===== src/rtl/srq_pkg.sv =====
package srq_pkg;

  typedef enum logic [3:0] {
    ID_NONE = 4'h1,
    ID_TXE  = 4'h2,
    ID_RDA  = 4'h4,
    ID_CTI  = 4'hC
  } srq_id_e;

  function automatic logic [4:0] trig_level(input logic [1:0] sel);
    case (sel)
      2'd0:    trig_level = 5'd1;
      2'd1:    trig_level = 5'd4;
      2'd2:    trig_level = 5'd8;
      default: trig_level = 5'd14;
    endcase
  endfunction

endpackage


===== src/rtl/srq_rx_sampler.sv =====
module srq_rx_sampler #(
  parameter int OVS     = 16,
  parameter int CLK_DIV = 1,
  parameter int DATA_W  = 8
) (
  input  logic              clk,
  input  logic              rst,
  input  logic              rxd,
  output logic              byte_valid,
  output logic [DATA_W-1:0] byte_data
);

  localparam int OW = $clog2(OVS);
  localparam int BW = $clog2(DATA_W);
  localparam int HALF = OVS / 2;

  typedef enum logic [1:0] {S_IDLE, S_START, S_DATA, S_STOP} rx_state_e;

  logic              rx_s1, rx_s2;
  logic              tick;
  rx_state_e         state;
  logic [OW-1:0]     ocnt;
  logic [BW-1:0]     bitn;
  logic [DATA_W-1:0] shreg;

  always_ff @(posedge clk) begin
    if (rst) begin
      rx_s1 <= 1'b1;
      rx_s2 <= 1'b1;
    end else begin
      rx_s1 <= rxd;
      rx_s2 <= rx_s1;
    end
  end

  generate
    if (CLK_DIV == 1) begin : g_tick_always
      assign tick = 1'b1;
    end else begin : g_tick_div
      localparam int DW = $clog2(CLK_DIV);
      logic [DW-1:0] dcnt;
      always_ff @(posedge clk) begin
        if (rst) dcnt <= '0;
        else if (dcnt == DW'(CLK_DIV - 1)) dcnt <= '0;
        else dcnt <= dcnt + 1'b1;
      end
      assign tick = (dcnt == DW'(CLK_DIV - 1));
    end
  endgenerate

  always_ff @(posedge clk) begin
    if (rst) begin
      state      <= S_IDLE;
      ocnt       <= '0;
      bitn       <= '0;
      shreg      <= '0;
      byte_valid <= 1'b0;
      byte_data  <= '0;
    end else begin
      byte_valid <= 1'b0;
      if (tick) begin
        case (state)
          S_IDLE: begin
            if (!rx_s2) begin
              state <= S_START;
              ocnt  <= '0;
            end
          end
          S_START: begin
            if (ocnt == OW'(HALF - 1)) begin
              ocnt <= '0;
              bitn <= '0;
              state <= rx_s2 ? S_IDLE : S_DATA;
            end else begin
              ocnt <= ocnt + 1'b1;
            end
          end
          S_DATA: begin
            if (ocnt == OW'(OVS - 1)) begin
              ocnt  <= '0;
              shreg <= {rx_s2, shreg[DATA_W-1:1]};
              if (bitn == BW'(DATA_W - 1)) state <= S_STOP;
              else bitn <= bitn + 1'b1;
            end else begin
              ocnt <= ocnt + 1'b1;
            end
          end
          default: begin
            if (ocnt == OW'(OVS - 1)) begin
              ocnt  <= '0;
              state <= S_IDLE;
              if (rx_s2) begin
                byte_valid <= 1'b1;
                byte_data  <= shreg;
              end
            end else begin
              ocnt <= ocnt + 1'b1;
            end
          end
        endcase
      end
    end
  end

  // a start bit that has returned high at mid-bit is abandoned
  p_false_start_r2: assert property (@(posedge clk) disable iff (rst)
    (tick && state == S_START && ocnt == OW'(HALF - 1) && rx_s2) |=> state == S_IDLE);

  // one push pulse per frame
  p_single_pulse_r1: assert property (@(posedge clk) disable iff (rst)
    byte_valid |=> !byte_valid);

endmodule


===== src/rtl/srq_fifo.sv =====
module srq_fifo #(
  parameter int DEPTH  = 16,
  parameter int DATA_W = 8
) (
  input  logic                       clk,
  input  logic                       rst,
  input  logic                       push,
  input  logic [DATA_W-1:0]          din,
  input  logic                       pop,
  output logic [DATA_W-1:0]          dout,
  output logic [$clog2(DEPTH+1)-1:0] count,
  output logic                       empty,
  output logic                       full,
  output logic                       overrun
);

  localparam int AW = $clog2(DEPTH);
  localparam int CW = $clog2(DEPTH + 1);

  logic [DATA_W-1:0] mem [DEPTH];
  logic [AW-1:0]     wptr, rptr;
  logic              do_push, do_pop;

  assign empty   = (count == '0);
  assign full    = (count == CW'(DEPTH));
  assign do_push = push && !full;
  assign do_pop  = pop && !empty;

  always_ff @(posedge clk) begin
    if (do_push) mem[wptr] <= din;
  end

  always_ff @(posedge clk) begin
    if (rst) dout <= '0;
    else if (do_pop) dout <= mem[rptr];
  end

  always_ff @(posedge clk) begin
    if (rst) begin
      wptr    <= '0;
      rptr    <= '0;
      count   <= '0;
      overrun <= 1'b0;
    end else begin
      if (do_push) wptr <= (wptr == AW'(DEPTH - 1)) ? '0 : wptr + 1'b1;
      if (do_pop)  rptr <= (rptr == AW'(DEPTH - 1)) ? '0 : rptr + 1'b1;
      case ({do_push, do_pop})
        2'b10:   count <= count + 1'b1;
        2'b01:   count <= count - 1'b1;
        default: count <= count;
      endcase
      if (push && full) overrun <= 1'b1;
      else if (do_pop)  overrun <= 1'b0;
    end
  end

  // a byte lost to a full queue is flagged
  p_overrun_flag_r3: assert property (@(posedge clk) disable iff (rst)
    (push && full) |=> overrun);

  // a full queue without a pop stays full
  p_no_overflow_r3: assert property (@(posedge clk) disable iff (rst)
    (full && !pop) |=> full);

endmodule


===== src/rtl/srq_char_timer.sv =====
module srq_char_timer #(
  parameter int LIMIT = 640
) (
  input  logic clk,
  input  logic rst,
  input  logic restart,
  input  logic empty,
  output logic expired
);

  localparam int TW = $clog2(LIMIT + 1);

  logic [TW-1:0] cnt;

  always_ff @(posedge clk) begin
    if (rst || empty || restart) cnt <= '0;
    else if (cnt != TW'(LIMIT)) cnt <= cnt + 1'b1;
  end

  assign expired = (cnt == TW'(LIMIT)) && !empty;

  // activity always withdraws the timeout in the next cycle
  p_restart_r6: assert property (@(posedge clk) disable iff (rst)
    restart |=> !expired);

  // an empty queue holds the count at zero
  p_empty_clear_r6: assert property (@(posedge clk) disable iff (rst)
    empty |=> cnt == '0);

endmodule


===== src/rtl/serial_rx_queue.sv =====
module serial_rx_queue #(
  parameter int CLK_DIV  = 1,
  parameter int OVS      = 16,
  parameter int DEPTH    = 16,
  parameter int DATA_W   = 8,
  parameter int TO_CHARS = 4
) (
  input  logic              clk,
  input  logic              rst,
  input  logic              rxd,
  input  logic [1:0]        trig_sel,
  input  logic              rd_en,
  input  logic              tx_empty_req,
  output logic [DATA_W-1:0] rd_data,
  output logic              data_ready,
  output logic              overrun,
  output logic              irq,
  output logic [3:0]        irq_id
);
  import srq_pkg::*;

  localparam int FRAME_BITS = DATA_W + 2;
  localparam int TO_CLKS    = TO_CHARS * FRAME_BITS * OVS * CLK_DIV;
  localparam int CW         = $clog2(DEPTH + 1);

  logic              byte_valid;
  logic [DATA_W-1:0] byte_data;
  logic [CW-1:0]     fill;
  logic              q_empty, q_full;
  logic              cti, rda;
  srq_id_e           id_next;

  srq_rx_sampler #(.OVS(OVS), .CLK_DIV(CLK_DIV), .DATA_W(DATA_W)) u_sampler (
    .clk(clk), .rst(rst), .rxd(rxd),
    .byte_valid(byte_valid), .byte_data(byte_data)
  );

  srq_fifo #(.DEPTH(DEPTH), .DATA_W(DATA_W)) u_fifo (
    .clk(clk), .rst(rst), .push(byte_valid), .din(byte_data),
    .pop(rd_en), .dout(rd_data), .count(fill),
    .empty(q_empty), .full(q_full), .overrun(overrun)
  );

  srq_char_timer #(.LIMIT(TO_CLKS)) u_timer (
    .clk(clk), .rst(rst), .restart(byte_valid || rd_en),
    .empty(q_empty), .expired(cti)
  );

  assign data_ready = !q_empty;
  assign rda = (32'(fill) >= 32'(trig_level(trig_sel)));

  always_comb begin
    if (rda)               id_next = ID_RDA;
    else if (cti)          id_next = ID_CTI;
    else if (tx_empty_req) id_next = ID_TXE;
    else                   id_next = ID_NONE;
  end

  always_ff @(posedge clk) begin
    if (rst) begin
      irq_id <= ID_NONE;
      irq    <= 1'b0;
    end else begin
      irq_id <= id_next;
      irq    <= (id_next != ID_NONE);
    end
  end

  // a fill at the trigger wins over every other cause
  p_rda_priority_r7: assert property (@(posedge clk) disable iff (rst)
    (32'(fill) >= 32'(trig_level(trig_sel))) |=> irq_id == ID_RDA);

  // with nothing stored and no transmit request, nothing is pending
  p_quiet_r7: assert property (@(posedge clk) disable iff (rst)
    (q_empty && !tx_empty_req) |=> (irq_id == ID_NONE && !irq));

  // timeout is never reported for an empty queue
  p_cti_has_data_r6: assert property (@(posedge clk) disable iff (rst)
    cti |-> !q_empty);

endmodule


===== config.mk =====
export PLATFORM = sky130hd
export DESIGN_NAME = serial_rx_queue
export DESIGN_NICKNAME = d
export VERILOG_FILES = /design/src/rtl/srq_pkg.sv /design/src/rtl/srq_rx_sampler.sv /design/src/rtl/srq_fifo.sv /design/src/rtl/srq_char_timer.sv /design/src/rtl/serial_rx_queue.sv
export SDC_FILE = /design/constraint.sdc
export NUM_CORES = 1
export LEC_CHECK = 0
export BUFFER_PORTS_ARGS = -buffer_cell sky130_fd_sc_hd__clkbuf_2
export CAP_MARGIN = 20
export CORE_ASPECT_RATIO = 1.75
export CORE_UTILIZATION = 40
export DETAILED_ROUTE_END_ITERATION = 12
export GPL_TIMING_DRIVEN = 0
export HOLD_SLACK_MARGIN = 0.02
export MAX_ROUTING_LAYER = met4
export SYNTH_ARGS = -nofsm -noshare
export SYNTH_HDL_FRONTEND = slang
export SYNTH_SLANG_ARGS = --single-unit

===== constraint.sdc =====
create_clock -name clk -period 3.9 [get_ports clk]
set_input_delay 0.975 -clock clk [delete_from_list [all_inputs] [get_ports clk]]
set_output_delay 0.975 -clock clk [all_outputs]
set_load 0.02 [all_outputs]

==> run summary, run 1 <==
CP max-delay cell: a21boi_0
Switch Pwr: 818 uW
Post-CTS sizing: 0
DRC violations left: 0
Routed vias/inst: 5.39
Final Wtd Congestion: 0.838
Worst setup path start: u_fifo.count[1]
Min cycle time layout: 3410 ps
Detailed placement HPWL: 11.6 mm
Worst EP required: 4220 ps
H-tree Lvls: 4
Global-route wire length before repair: 26.2 mm
Layout cell share with drive strength beyond 1: 0.177
Initial Util: 0.405
Clk sinks: 193
Crit path cell chain: buf_2 -> nor4_2 -> a21boi_0 -> clkbuf_1 -> inv_1 -> ha_1 -> xor2_1 -> ha_1 -> a21oi_1 -> a221oi_1 -> a21oi_1 -> mux2_2
DRT iter0 DRCs: 353
Crit. End Element: register
R2R depth: 12
Clk Latency, worst-skew pair: 430 ps
Worst Setup EP: u_fifo.count[4]
Pre-CTS WS: 482 ps
Sequential area share after synthesis: 0.646
Inserted Diodes: 0
Number of setup buffers added after CTS: 0
Clk pwr share: 0.452
Final core utilization: 0.459
Reg2reg start: u_fifo.count[1]
Seq cells post-synth: 193
Longest Clk Path Bufs: 2
Pwr Density: 445 mW/mm^2
Worst Skew: 10.6 ps
Buffers on Ports: 21
Initial antenna violation count: 0
Dominant synthesized flop cell: edfxtp_1
Most frequent cells in the layout: edfxtp_1, nor2_1, dfxtp_1
Layout area overhead: 13.2%
Setup slack after layout: 491 ps
Worst vdd ir: 0.301 mV
Worst hold path class: register to register
Placed instance area: 0.00841 sq mm
Synth unique cells: 60
Final Hold Viols: 0
Vias in the first global route: 4838
Worst-path maximum fanout: 10
Clock root buffer: clkbuf_16
Worst r2r dst: u_fifo.count[4]
Final worst path period share: 0.874
Status: finished, final reports clean
Most common cell after layout, fill and taps aside: edfxtp_1
Hold_buf cts: 0
Least-Margin Pin Slew: 793 ps
Final WL: 16.3 mm
R2R setup slack: 490 ps
Row count: 68
Antenna Violating Nets Remaining: 0
CP Buf/Inv Count: 3
Synth top area share: 0.482
Core area: 0.0197 sq mm
GRT Total Usage: 0.179
Fill cell count: 1684
Synth top area cells: edfxtp_1, dfxtp_1, mux4_2
Setup crit start kind: register
Cell Area, Synth: 0.00797 sq mm
CTS tree: built
RSZ-0062 raised after global routing: false
Comb pwr share: 0.011
CTS Buf Count: 17
Dpl cells: 841
Final cell area excluding filler cells: 0.00902 sq mm
Final #Nets: 640
Final setup violation count: 0
Max-cap violations: 0
Post-synth top area cell: edfxtp_1
Flop pwr share: 0.538
Largest net degree at the start of global routing: 19
GRT Residual Overflow: 0
Number of synthesized flops with an enable pin: 128
Final cell count without fillers: 873
Worst path top cell family by delay: compound AO/OA/AOI/OAI gates
P_leak: 0.00306 uW
Peak Freq: 293 MHz
Die area: 0.0205 sq mm
Yosys Warn Count: 0
Crit path DAT: 3730 ps
Internal Power: 3200 uW
Clock-pin slew on the worst setup and hold paths: 70 ps
DIE WIDTH: 109 um
Critical path type: register to register
CP Depth: 12
Avg WL per Cell: 18.6 um
Setup TNS: 0 ps
Avg Synthesized Cell Area: 14.0 sq um
Relative slew margins: 0.469
Async set-or-reset flop fraction in the synthesized netlist: 0
Die Y: 189 um
# IOs: 22
Post-Synthesis Cells: 571
Largest stage delay on the critical path: 520 ps
Mapped Nets: 596
Total number of vias: 4707
Sw Ratio: 0.204
Slew Viols, Final: 0
Initial DRT Pass Iterations: 5
kinds of logic (layout without fill, tap and decap cells):
kind of cell               after synthesis  in the layout  synth area share
DFF                                    193            193             0.646
AOI/OAI and AO/OA                       47             47            0.0419
xor gates and xnor gates                17             17            0.0187
buffers and inverters                   45            102            0.0278
muxes                                   68             68             0.123
adders and majority gates               18             18            0.0283
and+or+nand+nor                        183            183             0.114
power by group through the flow:
stage	clock network, uW	registers (uW)	logic, uW
floorplan	0	2210	24.4
global placement	0	2210	42.2
detailed placement	0	2210	43.6
CTS	1840	2160	43.9
global route	1930	2160	48.0
finish	1810	2160	43.4
Yosys cell counts (11+ instances only):
cell / count
mux4_2: 24
mux2i_1: 43
nand3_1: 16
nor3_1: 27
nand2_1: 19
nor2_1: 80
ha_1: 18
xor2_1: 11
clkbuf_1: 18
a21oi_1: 14
inv_1: 11
edfxtp_1: 128
dfxtp_1: 65
area by class of cell:
class	count	area, sq um	share of cell area
flip-flops and latches	193	5140	0.570
well taps	245	307	0.0340
clock buffers	17	425	0.0471
plain buffers	33	176	0.0196
multi-input cells	333	2600	0.288
clock inverters	15	193	0.0214
repair buffers	25	130	0.0144
inverters	12	45.0	0.00499
per-layer routing:
layer  GRT usage  wire length [um]
met4      0.0842               614
met3      0.0339               626
met2       0.315              9050
met5           -                 0
met1       0.191              5980
registers in the layout (all words and copies together) (netlist names), 2 cells and up:
name,flops
u_fifo.mem,128
u_timer.cnt,10
u_fifo.dout,8
u_sampler.byte_data,8
u_sampler.shreg,8
u_fifo.count,5
irq_id,4
u_fifo.rptr,4
u_fifo.wptr,4
u_sampler.ocnt,4
u_sampler.bitn,3
u_sampler.state,2
metrics by stage:
step | total power, uW | hold slack (ps)
6_report | 4020 | 421
3_3_place_gp | 2250 | 402
3_5_place_dp | 2250 | 404
2_1_floorplan | 2230 | 389
5_1_grt | 4130 | 448
4_1_cts | 4050 | 425
how the worst min path moves through the flow:
stage,from,endpoint,slack (ps),cells past startpoint
after floorplan,u_sampler.rx_s1,u_sampler.rx_s2,390,1
after global routing,u_sampler.rx_s1,u_sampler.rx_s2,450,1
after CTS,u_sampler.rx_s1,u_sampler.rx_s2,430,1
after detailed placement,u_sampler.rx_s1,u_sampler.rx_s2,400,1
final,u_sampler.rx_s1,u_sampler.rx_s2,420,1
after global placement,u_sampler.rx_s1,u_sampler.rx_s2,400,1
No activity file was read; power rests on OpenSTA's default activity.
==> inputs of run 2 (changes only) <==
--- a/config.mk
+++ b/config.mk
@@ -7,7 +7,7 @@
 export LEC_CHECK = 0
 export BUFFER_PORTS_ARGS = -buffer_cell sky130_fd_sc_hd__clkbuf_2
 export CAP_MARGIN = 20
-export CORE_ASPECT_RATIO = 1.75
+export CORE_ASPECT_RATIO = 1.1
 export CORE_UTILIZATION = 40
 export DETAILED_ROUTE_END_ITERATION = 12
 export GPL_TIMING_DRIVEN = 0
==> run 2 against run 1 <==
Die area shrank 0.11%; critical path depth up 2; first-iteration DRC count rose by 0.57%; total power grew 0.11%; clock skew is 3.8 ps lower; register-to-register slack improved by 90 ps; worst setup slack better by 91 ps.
==> run summary, run 2 (same netlist as run 1, synthesis figures left out) <==
DRC violations left: 0 (unchanged)
Final worst path period share: 0.851 (was 0.874)
Die area: 0.0205 sq mm (about the same)
Setup crit start kind: register (unchanged)
Final Hold Viols: 0 (unchanged)
Max-cap violations: 0 (unchanged)
Most common cell after layout, fill and taps aside: edfxtp_1 (unchanged)
Worst r2r dst: u_fifo.count[4] (unchanged)
Final hold slack: 414 ps (was 421 ps)
Largest registers: u_fifo.mem: 128 flops, u_timer.cnt: 10 flops (unchanged)
Clk sinks: 193 (unchanged)
P_leak: 0.00306 uW (about the same)
Crit path DAT: 3640 ps (was 3730 ps)
Largest reg by FF count: u_fifo.mem (unchanged)
RSZ-0062 raised after global routing: false (unchanged)
Critical path type: register to register (unchanged)
Crit. End Element: register (unchanged)
Initial antenna violation count: 0 (unchanged)
Reg2reg start: u_fifo.count[1] (unchanged)
DIE WIDTH: 137 um (was 109 um)
Worst hold path class: register to register (unchanged)
Endpoint, Worst Hold: u_sampler.rx_s2 (unchanged)
Sequential cell area: 0.00514 sq mm (unchanged)
Max FFs per register: 128 (unchanged)
Inserted Diodes: 0 (unchanged)
DRT iter0 DRCs: 355 (was 353)
Global-route wire length before repair: 25.9 mm (was 26.2 mm)
Clock root buffer: clkbuf_16 (unchanged)
Worst-path maximum fanout: 11 (was 10)
Slew Viols, Final: 0 (unchanged)
Hold Path Cell Cnt: 1 (unchanged)
R2R setup slack: 580 ps (was 490 ps)
Largest net degree at the start of global routing: 18 (was 19)
Post-CTS sizing: 0 (unchanged)
Row count: 53 (was 68)
Core area: 0.0193 sq mm (was 0.0197 sq mm)
Peak Freq: 301 MHz (was 293 MHz)
Min cycle time layout: 3320 ps (was 3410 ps)
Worst vdd ir: 0.337 mV (was 0.301 mV)
Final core utilization: 0.468 (was 0.459)
Layout area overhead: 13.3% (was 13.2%)
# IOs: 22 (unchanged)
Routed vias/inst: 5.32 (was 5.39)
Detailed placement HPWL: 11.4 mm (was 11.6 mm)
Layout cell share with drive strength beyond 1: 0.177 (unchanged)
Final #Nets: 640 (unchanged)
Worst Skew: 6.79 ps (was 10.6 ps)
Final cell count without fillers: 875 (was 873)
Most frequent cells in the layout: edfxtp_1, nor2_1, dfxtp_1 (unchanged)
GRT Total Usage: 0.181 (was 0.179)
R2R depth: 14 (was 12)
Dpl cells: 843 (was 841)
Area taken by multi-input logic gates: 0.00260 sq mm (unchanged)
Die Y: 150 um (was 189 um)
Buffers on Ports: 21 (unchanged)
Clk Latency, worst-skew pair: 430 ps (about the same)
Worst EP required: 4220 ps (about the same)
CTS Buf Count: 17 (unchanged)
Clock-pin slew on the worst setup and hold paths: 70 ps (about the same)
H-tree Lvls: 4 (unchanged)
Pwr Density: 445 mW/mm^2 (about the same)
Hold Startpoint: u_sampler.rx_s1 (unchanged)
CTS tree: built (unchanged)
Longest Clk Path Bufs: 2 (unchanged)
Final Wtd Congestion: 0.842 (was 0.838)
Vias in the first global route: 4677 (was 4838)
Initial DRT Pass Iterations: 4 (was 5)
Avg WL per Cell: 18.9 um (was 18.6 um)
Status: finished, final reports clean (unchanged)
Total number of vias: 4652 (was 4707)
GRT Residual Overflow: 0 (unchanged)
Setup TNS: 0 ps (unchanged)
Hold_buf cts: 0 (unchanged)
Number of setup buffers added after CTS: 0 (unchanged)
Antenna Violating Nets Remaining: 0 (unchanged)
Least-Margin Pin Slew: 855 ps (was 793 ps)
Final setup violation count: 0 (unchanged)
Relative slew margins: 0.428 (was 0.469)
Overall power: 4020 uW (about the same)
Fill cell count: 1679 (was 1684)
Final WL: 16.5 mm (was 16.3 mm)
Initial Util: 0.413 (was 0.405)
[run 2: changes by cell type in the layout (fill, tap and decap cells not counted)]
cell	delta
buf_2	-2
clkinvlp_2	+1
clkinv_1	-1
clkbuf_1	+1
clkinv_2	+4
inv_8	-1
bufinv_16	+1
buf_4	+2
inv_6	-5
[run 2: worst max-delay path by stage]
stage,from,endpoint,slack (ps),cells past startpoint
finish,u_fifo.count[1],u_fifo.count[4],580,14
global route,u_fifo.count[2],u_fifo.count[4],310,11
CTS,u_fifo.count[2],u_fifo.count[4],570,11
detailed placement,u_fifo.count[2],u_fifo.count[4],580,11
global placement,u_fifo.count[1],u_fifo.count[4],670,14
floorplan,u_fifo.count[1],u_fifo.count[4],1040,14
[run 2: power breakdown]
part           switching, uW  internal, uW  leakage, uW
Sequential              3.83          2160      0.00171
Clock                    745          1070     0.000298
Combinational           29.5          14.6      0.00105
[run 2: cell type report]
| cell class | instances | area share |
|---|---|---|
| plain buffers | 33 | 0.0195 |
| multi-input cells | 333 | 0.288 |
| clock buffers | 18 | 0.0475 |
| well taps | 247 | 0.0342 |
| flip-flops and latches | 193 | 0.570 |
| clock inverters | 14 | 0.0209 |
| inverters | 12 | 0.00499 |
| repair buffers | 25 | 0.0150 |
[run 2: critical path, cell delays in order, from the launching register on]
cell and delay (ps):
dfxtp_1 320, buf_2 170, nor4_2 370, and2_2 260, inv_2 50, nand2_2 130
inv_1 100, buf_2 200, ha_1 310, xor2_1 170, ha_1 200, a21oi_1 200
a221oi_1 110, a21oi_1 260, mux2_2 360
[run 2: per-stage QoR]
stage	instance area [sq um]	worst slack (ps)
floorplan	7970	1040
global placement	8380	667
detailed placement	8410	577
CTS	9030	572
global route	9030	305
finish	9030	582
[run 2: layer usage]
metal	global-route usage	vias up	part of all wire
met5	-	-	0
met4	0.0633	0	0.010
met3	0.0362	12	0.040
met2	0.293	72	0.51
met1	0.224	2351	0.44
li1	-	2217	-
==> inputs of run 3 (changes only) <==
--- a/config.mk
+++ b/config.mk
@@ -9,10 +9,13 @@
 export CAP_MARGIN = 20
 export CORE_ASPECT_RATIO = 1.1
 export CORE_UTILIZATION = 40
+export CTS_BUF_LIST = sky130_fd_sc_hd__clkbuf_8
 export DETAILED_ROUTE_END_ITERATION = 12
 export GPL_TIMING_DRIVEN = 0
 export HOLD_SLACK_MARGIN = 0.02
 export MAX_ROUTING_LAYER = met4
+export RECOVER_POWER = 25
+export REMOVE_ABC_BUFFERS = 1
 export SYNTH_ARGS = -nofsm -noshare
 export SYNTH_HDL_FRONTEND = slang
 export SYNTH_SLANG_ARGS = --single-unit
==> run 3 against run 2 <==
Maximum frequency down 4.6%; non-clock buffer count fell by 30; core utilization decreased by 1.7 points; cell area down 3.7%; highest routed layer unchanged; flip-flop and latch count unchanged; die area stayed put; worst setup slack got worse by 160 ps; global-route usage shrank 1.4 points; worst hold slack better by 4.1 ps.
==> run summary, run 3 (same netlist as run 1, synthesis figures left out) <==
Top Layer Used: met4 (unchanged)
Initial antenna violation count: 0 (unchanged)
Least-Margin Pin Slew: 924 ps (was 855 ps)
Pwr Density: 393 mW/mm^2 (was 445 mW/mm^2)
Setup slack after layout: 422 ps (was 582 ps)
Largest stage delay on the critical path: 420 ps (was 370 ps)
Largest net degree at the start of global routing: 42 (was 18)
Layout cell share with drive strength beyond 1: 0.174 (was 0.177)
Total number of vias: 4499 (was 4652)
Worst EP required: 4250 ps (was 4220 ps)
Final Wtd Congestion: 0.793 (was 0.842)
Crit. End Element: register (unchanged)
Initial Util: 0.413 (unchanged)
CTS tree: built (unchanged)
Detailed placement HPWL: 9.98 mm (was 11.4 mm)
GRT Residual Overflow: 0 (unchanged)
Peak Freq: 288 MHz (was 301 MHz)
Slew Viols, Final: 0 (unchanged)
DRC violations left: 0 (unchanged)
Worst Skew: 15.8 ps (was 6.79 ps)
Initial DRT Pass Iterations: 5 (was 4)
Crit path cell chain: nor4_2 -> and2_2 -> inv_2 -> nand2_2 -> inv_1 -> ha_1 -> xor2_1 -> ha_1 -> a21oi_1 -> a221oi_1 -> a21oi_1 -> mux2_2 (was buf_2 -> nor4_2 -> and2_2 -> inv_2 -> nand2_2 -> inv_1 -> buf_2 -> ha_1 -> xor2_1 -> ha_1 -> a21oi_1 -> a221oi_1 -> a21oi_1 -> mux2_2)
Die area: 0.0205 sq mm (unchanged)
Hold Startpoint: u_sampler.rx_s1 (unchanged)
Longest Clk Path Bufs: 2 (unchanged)
Inserted Diodes: 0 (unchanged)
CP max-delay cell: dfxtp_1 (was nor4_2)
Max FFs per register: 128 (unchanged)
Clk Latency, worst-skew pair: 460 ps (was 430 ps)
Setup crit start kind: register (unchanged)
Worst hold path class: register to register (unchanged)
RSZ-0062 raised after global routing: false (unchanged)
Most frequent cells in the layout: edfxtp_1, nor2_1, dfxtp_1 (unchanged)
H-tree Lvls: 4 (unchanged)
# IOs: 22 (unchanged)
DIE WIDTH: 137 um (unchanged)
Max-cap violations: 0 (unchanged)
Largest reg by FF count: u_fifo.mem (unchanged)
Final #Nets: 610 (was 640)
Largest registers: u_fifo.mem: 128 flops, u_timer.cnt: 10 flops (unchanged)
Avg WL per Cell: 18.1 um (was 18.9 um)
Routed met3 length: 551 um (was 667 um)
CTS Buf Count: 17 (unchanged)
GRT Total Usage: 0.166 (was 0.181)
Most common cell after layout, fill and taps aside: edfxtp_1 (unchanged)
Min cycle time layout: 3480 ps (was 3320 ps)
DRT iter0 DRCs: 255 (was 355)
Final WL: 15.3 mm (was 16.5 mm)
P_leak: 0.00289 uW (was 0.00306 uW)
Core area: 0.0193 sq mm (unchanged)
Worst-path maximum fanout: 14 (was 11)
Critical path type: register to register (unchanged)
Pre-CTS WS: 382 ps (was 577 ps)
Clk sinks: 193 (unchanged)
Clock-pin slew on the worst setup and hold paths: 100 ps (was 70 ps)
R2R depth: 12 (was 14)
Worst r2r dst: u_fifo.count[4] (unchanged)
Vias in the first global route: 4512 (was 4677)
Crit path DAT: 3830 ps (was 3640 ps)
CP Buf/Inv Count: 2 (was 4)
Hold Path Cell Cnt: 1 (unchanged)
Final setup violation count: 0 (unchanged)
Final Hold Viols: 0 (unchanged)
Status: finished, final reports clean (unchanged)
Routed vias/inst: 5.32 (about the same)
Row count: 53 (unchanged)
Layout area overhead: 9.19% (was 13.3%)
Die Y: 150 um (unchanged)
Relative slew margins: 0.381 (was 0.428)
R2R setup slack: 420 ps (was 580 ps)
Clock root buffer: clkbuf_8 (was clkbuf_16)
Fill cell count: 1687 (was 1679)
M1 WL: 6.77 mm (was 7.35 mm)
Buffers on Ports: 21 (unchanged)
Antenna Violating Nets Remaining: 0 (unchanged)
Worst vdd ir: 0.249 mV (was 0.337 mV)
Endpoint, Worst Hold: u_sampler.rx_s2 (unchanged)
Reg2reg start: u_fifo.count[1] (unchanged)
Worst path top cell family by delay: simple AND/OR/NAND/NOR gates (unchanged)
Hold_buf cts: 0 (unchanged)
Final worst path period share: 0.892 (was 0.851)
Post-CTS sizing: 0 (unchanged)
Number of setup buffers added after CTS: 0 (unchanged)
Setup TNS: 0 ps (unchanged)
Global-route wire length before repair: 24.3 mm (was 25.9 mm)
Metal2 WL: 7.75 mm (was 8.35 mm)
[run 3: report_power, final]
part | total, uW | internal [uW] | switching [uW]
combinational | 38.7 | 15.1 | 23.7
clock | 1220 | 512 | 711
sequential | 2160 | 2160 | 5.32
total | 3420 | 2680 | 740
[run 3: stage by stage]
step                hold WS (ps)  instance area [sq um]  total power (uW)  std cells  utilization
finish                       419                   8700              3420        845        0.451
global placement             394                   8210              2240        806        0.425
detailed placement           399                   8330              2250        813        0.432
floorplan                    389                   7790              2230        538            -
CTS                          424                   8700              3450        845        0.451
global route                 431                   8700              3530        845        0.451
[run 3: final cells by class]
type                    instances  area [sq um]  share of cell area
multi-input cells             333          2610               0.300
inverters                      12          45.0             0.00518
repair buffers                 28           218              0.0250
clock buffers                  17           234              0.0269
well taps                     247           309              0.0355
flip-flops and latches        193          5150               0.591
clock inverters                15           136              0.0157
[run 3: worst max path at each step]
stage                     slack [ps]  cells past startpoint       startpoint         endpoint
final                            420                     12  u_fifo.count[1]  u_fifo.count[4]
after CTS                        400                     12  u_fifo.count[1]  u_fifo.count[4]
after detailed placement         380                     10            rd_en  u_fifo.count[4]
after global placement           200                      5   u_fifo.rptr[1]   u_fifo.dout[5]
after floorplan                 1040                     12  u_fifo.count[1]  u_fifo.count[4]
after global routing             210                     12  u_fifo.count[1]  u_fifo.count[4]
[run 3: worst reg2reg max path, delay by kind of cell (launching register included)]
family,cells,cell delay [ps]
DFF,1,420
buffers and inverters,2,390
xor gates and xnor gates,1,180
AOI/OAI and AO/OA,3,530
muxes,1,350
and+or+nand+nor,3,880
adders and majority gates,2,620
[run 3: layer usage]
metal,track usage,up-vias
met5,-,-
met4,0.0594,0
met3,0.0295,19
met2,0.273,96
met1,0.205,2230
li1,-,2154
